[src/rtl/uart_clk_pkg.sv]
package uart_clk_pkg;
  typedef enum logic [1:0] {
    RX_SRC_PIN  = 2'b00,
    RX_SRC_DSR  = 2'b01,
    RX_SRC_BAUD = 2'b10,
    RX_SRC_TX   = 2'b11
  } rx_src_e;

  typedef enum logic [1:0] {
    PIN_NORMAL = 2'b00,
    PIN_TX_BIT = 2'b01,
    PIN_BAUD   = 2'b10,
    PIN_RSVD   = 2'b11
  } pin_sel_e;

  typedef struct packed {
    logic     tx_1x;   // [7]
    logic     tx_ext;  // [6]
    pin_sel_e pin_sel; // [5:4]
    logic     rx_1x;   // [3]
    logic     rsvd;    // [2]
    rx_src_e  rx_src;  // [1:0]
  } clk_cfg_t;

  localparam logic [7:0] CFG_WMASK = 8'hFB;
endpackage

[src/rtl/uart_clk_pin_edge.sv]
module uart_clk_pin_edge #(
  parameter int SYNC_STAGES = 2
) (
  input  logic clk_i,
  input  logic rst_ni,
  input  logic pin_i,
  output logic rise_o
);
  localparam int SR_W = SYNC_STAGES + 1;
  logic [SR_W-1:0] sr_q;

  always_ff @(posedge clk_i or negedge rst_ni) begin
    if (!rst_ni) sr_q <= '0;
    else         sr_q <= {sr_q[SR_W-2:0], pin_i};
  end

  assign rise_o = sr_q[SYNC_STAGES-1] & ~sr_q[SYNC_STAGES];
endmodule

[src/rtl/uart_clk_bitdiv.sv]
module uart_clk_bitdiv #(
  parameter int DIV = 16
) (
  input  logic clk_i,
  input  logic rst_ni,
  input  logic clr_i,
  input  logic tick_i,
  input  logic one_x_i,
  output logic bit_tick_o
);
  localparam int CNT_W = (DIV > 2) ? $clog2(DIV) : 1;
  localparam logic [CNT_W-1:0] LAST = CNT_W'(DIV - 1);
  logic [CNT_W-1:0] cnt_q;
  logic             wrap;

  assign wrap = (cnt_q == LAST);

  always_ff @(posedge clk_i or negedge rst_ni) begin
    if (!rst_ni)                  cnt_q <= '0;
    else if (clr_i)               cnt_q <= '0;
    else if (tick_i && !one_x_i)  cnt_q <= wrap ? '0 : cnt_q + 1'b1;
  end

  assign bit_tick_o = one_x_i ? tick_i : (tick_i & wrap);
endmodule

[src/rtl/uart_clk_pin_mux.sv]
module uart_clk_pin_mux
  import uart_clk_pkg::*;
#(
  parameter logic PIN_IDLE = 1'b1
) (
  input  logic     clk_i,
  input  logic     rst_ni,
  input  pin_sel_e sel_i,
  input  logic     func_i,
  input  logic     bit_tick_i,
  input  logic     baud_tick_i,
  output logic     pin_o
);
  logic pin_d;

  always_comb begin
    unique case (sel_i)
      PIN_NORMAL: pin_d = func_i;
      PIN_TX_BIT: pin_d = bit_tick_i;
      PIN_BAUD:   pin_d = baud_tick_i;
      default:    pin_d = PIN_IDLE;
    endcase
  end

  always_ff @(posedge clk_i or negedge rst_ni) begin
    if (!rst_ni) pin_o <= 1'b0;
    else         pin_o <= pin_d;
  end
endmodule

[src/rtl/uart_clk_route.sv]
module uart_clk_route
  import uart_clk_pkg::*;
#(
  parameter int   OVERSAMPLE  = 16,
  parameter int   SYNC_STAGES = 2,
  parameter logic PIN_IDLE    = 1'b1
) (
  input  logic       clk_i,
  input  logic       rst_ni,
  input  logic       soft_rst_i,
  input  logic       cfg_we_i,
  input  logic [7:0] cfg_wdata_i,
  output logic [7:0] cfg_rdata_o,
  input  logic       baud_tick_i,
  input  logic       rx_clk_pin_i,
  input  logic       dsr_pin_i,
  input  logic       ring_pin_i,
  input  logic       pin_func_i,
  output logic       rx_tick_o,
  output logic       tx_tick_o,
  output logic       rx_1x_o,
  output logic       tx_1x_o,
  output logic       pin_o
);
  localparam int NPINS = 3;
  localparam int P_RX = 0, P_DSR = 1, P_RING = 2;

  clk_cfg_t         cfg_q;
  logic [NPINS-1:0] pins, rises;
  logic             tx_bit_tick;

  // setting is only cleared by hardware reset
  always_ff @(posedge clk_i or negedge rst_ni) begin
    if (!rst_ni)       cfg_q <= '0;
    else if (cfg_we_i) cfg_q <= clk_cfg_t'(cfg_wdata_i & CFG_WMASK);
  end

  assign cfg_rdata_o = cfg_q;
  assign pins = {ring_pin_i, dsr_pin_i, rx_clk_pin_i};

  for (genvar g = 0; g < NPINS; g++) begin : g_pin
    uart_clk_pin_edge #(.SYNC_STAGES(SYNC_STAGES)) u_edge (
      .clk_i  (clk_i),
      .rst_ni (rst_ni),
      .pin_i  (pins[g]),
      .rise_o (rises[g])
    );
  end

  assign tx_tick_o = cfg_q.tx_ext ? rises[P_RING] : baud_tick_i;

  always_comb begin
    unique case (cfg_q.rx_src)
      RX_SRC_PIN:  rx_tick_o = rises[P_RX];
      RX_SRC_DSR:  rx_tick_o = rises[P_DSR];
      RX_SRC_BAUD: rx_tick_o = baud_tick_i;
      default:     rx_tick_o = tx_tick_o;
    endcase
  end

  assign rx_1x_o = cfg_q.rx_1x;
  assign tx_1x_o = cfg_q.tx_1x;

  uart_clk_bitdiv #(.DIV(OVERSAMPLE)) u_div (
    .clk_i      (clk_i),
    .rst_ni     (rst_ni),
    .clr_i      (soft_rst_i),
    .tick_i     (tx_tick_o),
    .one_x_i    (cfg_q.tx_1x),
    .bit_tick_o (tx_bit_tick)
  );

  uart_clk_pin_mux #(.PIN_IDLE(PIN_IDLE)) u_mux (
    .clk_i       (clk_i),
    .rst_ni      (rst_ni),
    .sel_i       (cfg_q.pin_sel),
    .func_i      (pin_func_i),
    .bit_tick_i  (tx_bit_tick),
    .baud_tick_i (baud_tick_i),
    .pin_o       (pin_o)
  );
endmodule

[config.mk]
export PLATFORM = sky130hd
export DESIGN_NAME = uart_clk_route
export DESIGN_NICKNAME = d
export VERILOG_FILES = /design/src/rtl/uart_clk_pkg.sv /design/src/rtl/uart_clk_pin_edge.sv /design/src/rtl/uart_clk_bitdiv.sv /design/src/rtl/uart_clk_pin_mux.sv /design/src/rtl/uart_clk_route.sv
export SDC_FILE = /design/constraint.sdc
export NUM_CORES = 1
export LEC_CHECK = 0
export ABC_AREA = 1
export BUFFER_PORTS_ARGS = -buffer_cell sky130_fd_sc_hd__buf_4
export CAP_MARGIN = 5
export CORE_UTILIZATION = 41
export DETAILED_ROUTE_END_ITERATION = 12
export GPL_TIMING_DRIVEN = 0
export HOLD_SLACK_MARGIN = 0.08
export PLACE_DENSITY = 0.75
export REMOVE_ABC_BUFFERS = 1
export SLEW_MARGIN = 20
export SYNTH_ARGS = -nofsm -noshare
export SYNTH_HDL_FRONTEND = slang
export SYNTH_SLANG_ARGS = --single-unit
[constraint.sdc]
create_clock -name clk_i -period 2.39 [get_ports clk_i]
set_input_delay 0.3585 -clock clk_i [delete_from_list [all_inputs] [get_ports clk_i]]
set_output_delay 0.3585 -clock clk_i [all_outputs]
set_load 0.1 [all_outputs]
==> results.sh <==
export IMPL_hpwl_um=1230
export IMPL_cpMaxStageDelayCell="dfrtp_1"
export IMPL_drive_above_1_share_pct=30.2
export IMPL_fin_area_sq_mm=0.00112
export IMPL_grt_first_pass_wirelength_um=2500
export IMPL_die_w_um=48.1
export IMPL_grt_antenna_before_repair=0
export IMPL_vias_per_cell=4.66
export IMPL_worst_hold_slack_ps=155
export IMPL_seq_area_frac_synth_pct=60.3
export IMPL_final_max_slew_viol_count=0
export IMPL_clkLatencyLatePin_ps=300
export IMPL_p_int_mw=0.506
export IMPL_slowest_delay_ps=420
export IMPL_rsz0062_at_grt="false"
export IMPL_p_sw_mw=0.331
export IMPL_wl_um=1590
export IMPL_syn_to_final_growth_pct=28.1
export IMPL_ant_nets=0
export IMPL_grt_pass1_vias=590
export IMPL_ys_ff_latch=21
export IMPL_end_kind="primary output"
export IMPL_syn_cell_area_sq_um=872
export IMPL_p_sw_share_pct=39.6
export IMPL_vias=666
export IMPL_nets=135
export IMPL_clkTransAtPathRegs_ps=110
export IMPL_worst_path_max_fanout=6
export IMPL_core_area_sq_mm=0.00198
export IMPL_cts_buffers=3
export IMPL_dr_first_iter_drc_count=6
export IMPL_htreeDepth=1
export IMPL_wl_per_cell_um=11.1
export IMPL_critical_path_class="reg2out"
export IMPL_die_height_um=48.1
export IMPL_fmax_mhz=561
export IMPL_peakVddDrop_v=0.000466
export IMPL_stdcell_count=143
export IMPL_setup_violations_final=0
export IMPL_worst_ep_arrival_time_ps=1420
export IMPL_combPwrFrac_pct=32.6
export IMPL_filler_cell_count=176
export IMPL_clock_sinks=21
export IMPL_critPathLaunchType="register"
export IMPL_io_buffers=27
export IMPL_cts_setup_buffers=0
export IMPL_p_per_area_mw_per_mm2=749
export IMPL_finalCriticalPeriod_ps=1780
export IMPL_overflow=0
export IMPL_grtUsageTotal_pct=16.3
export IMPL_ctsLongestPathBuffers=2
export IMPL_hp_class="in2reg"
export IMPL_drcViolationCount=0
export IMPL_cts_tree="yes"
export IMPL_start_util_pct=44.0
export IMPL_routabilityCongestion=0.657
export IMPL_hold_viol=0
export IMPL_yosysWarnings=0
export IMPL_drt_pass1_iter_count=4
export IMPL_cts_root_buffer="clkbuf_4"
export IMPL_setup_tns_final_ps=0
export IMPL_status="finished, final reports clean"
export IMPL_std_cell_rows=16
export IMPL_synth_distinct_cells=17
export IMPL_cap_violations=0
export IMPL_power_leakage_nw=0.590
export IMPL_path_cells="inv_1, nand2_2, nand2_4, nand3_1, nand4_1, buf_4"
export IMPL_finalCritPeriodShare_pct=74.6
export IMPL_syn_inst=88
export IMPL_seqPwrFrac_pct=47.6
export IMPL_fp_dieArea_sq_mm=0.00232
export IMPL_fin_skew_ps=4.87
export IMPL_clkPwrFrac_pct=19.8
export IMPL_cp_required_ps=2030
export IMPL_dp_cells=138
export IMPL_placed_cell_area_sq_mm=0.00108
export IMPL_grt_start_max_net_pins=22
export IMPL_io_pins=30
export IMPL_diodes=0
export IMPL_syn_area_per_cell_sq_um=9.91
[sequential cells by signal (all words and copies together), names as in the netlist]
name,cells
rx_1x_o,1
g_pin.u_edge.sr_q,9
cfg_rdata_o,5
u_mux.pin_o,1
tx_1x_o,1
u_div.cnt_q,4
[logic make-up after synthesis]
family	share of synthesized area, %
and+or+nand+nor	22.7
DFF	60.3
buffers and inverters	8.32
AOI/OAI and AO/OA	4.59
adders and majority gates	1.43
other	0.430
xor gates and xnor gates	1.00
muxes	1.29
[per-layer routing]
layer	vias to the layer above	track usage [%]	wire length, um
li1	337	-	-
met1	303	20.6	689
met2	22	26.2	789
met3	4	3.70	75
met4	0	8.89	31
met5	-	0	0
[power groups by stage]
stage	clock network (mW)	logic, mW	registers [mW]
2_1_floorplan	0	0.0779	0.524
3_3_place_gp	0	0.270	0.404
3_5_place_dp	0	0.273	0.406
4_1_cts	0.173	0.274	0.399
5_1_grt	0.187	0.286	0.402
6_report	0.166	0.272	0.399
[timing repair]
action	CTS	global route
endpoints found under the hold margin	21	0
hold buffers	1	0
gates resized for setup	0	0
[cells in the mapped netlist, drive strengths merged]
cell type | number | area, sq um
nand3 | 13 | 70.1
ha | 1 | 12.5
mux2 | 1 | 11.3
conb | 1 | 3.75
inv | 12 | 45.0
nand4 | 5 | 31.3
o21ai | 8 | 40.0
buf | 4 | 27.5
nor2 | 2 | 7.51
nand2 | 19 | 88.8
dfrtp | 21 | 526
xor2 | 1 | 8.76
[worst paths after layout]
| kind | cells after the start | slack (ps) | start | end |
|---|---|---|---|---|
| worst max-delay path | 6 | 610 | cfg_rdata_o[6] | rx_tick_o |
| worst min-delay path | 1 | 150 | ring_pin_i | g_pin[2].u_edge.sr_q[0] |
| worst max register to register | 6 | 1260 | u_div.cnt_q[0] | u_div.cnt_q[0] |
| worst min register to register | 0 | 370 | g_pin[2].u_edge.sr_q[0] | g_pin[2].u_edge.sr_q[1] |
| max in group asynchronous | 2 | 1730 | rst_ni | g_pin[0].u_edge.sr_q[1] |
| min in group asynchronous | 2 | 460 | rst_ni | u_mux.pin_o |
[layout make-up]
type                       instances  area [sq um]  area share [%]
multi-input combinational         51           274            24.5
inverter                          12          45.0            4.03
sequential                        21           526            47.0
clock buffer                       4          26.3            2.35
tap                               27          33.8            3.02
timing repair buffer              28           213            19.0
[cell usage in the layout (no fill, tap or decap), types with 2 or more instances in the layout]
cell type   n
nand2_1    16
buf_4      27
dfrtp_1    21
nand2_4     2
nand3_1    12
nor2_1      2
o21ai_0     7
clkbuf_4    3
nand4_1     5
inv_1      12
[critical path: cells and delay by family, from the launching register on]
family / cells / cell delay, ps
flops: 1 / 420
buf+inv: 2 / 380
simple gates: 4 / 320
[stage by stage]
step	setup WS, ps	util (%)	power [mW]
final	607	56.4	0.837
after global routing	493	56.4	0.875
after CTS	589	56.4	0.846
after detailed placement	938	54.5	0.678
after global placement	961	54.5	0.674
after floorplan	-418	-	0.602
Power figures use the tool's default switching activity.
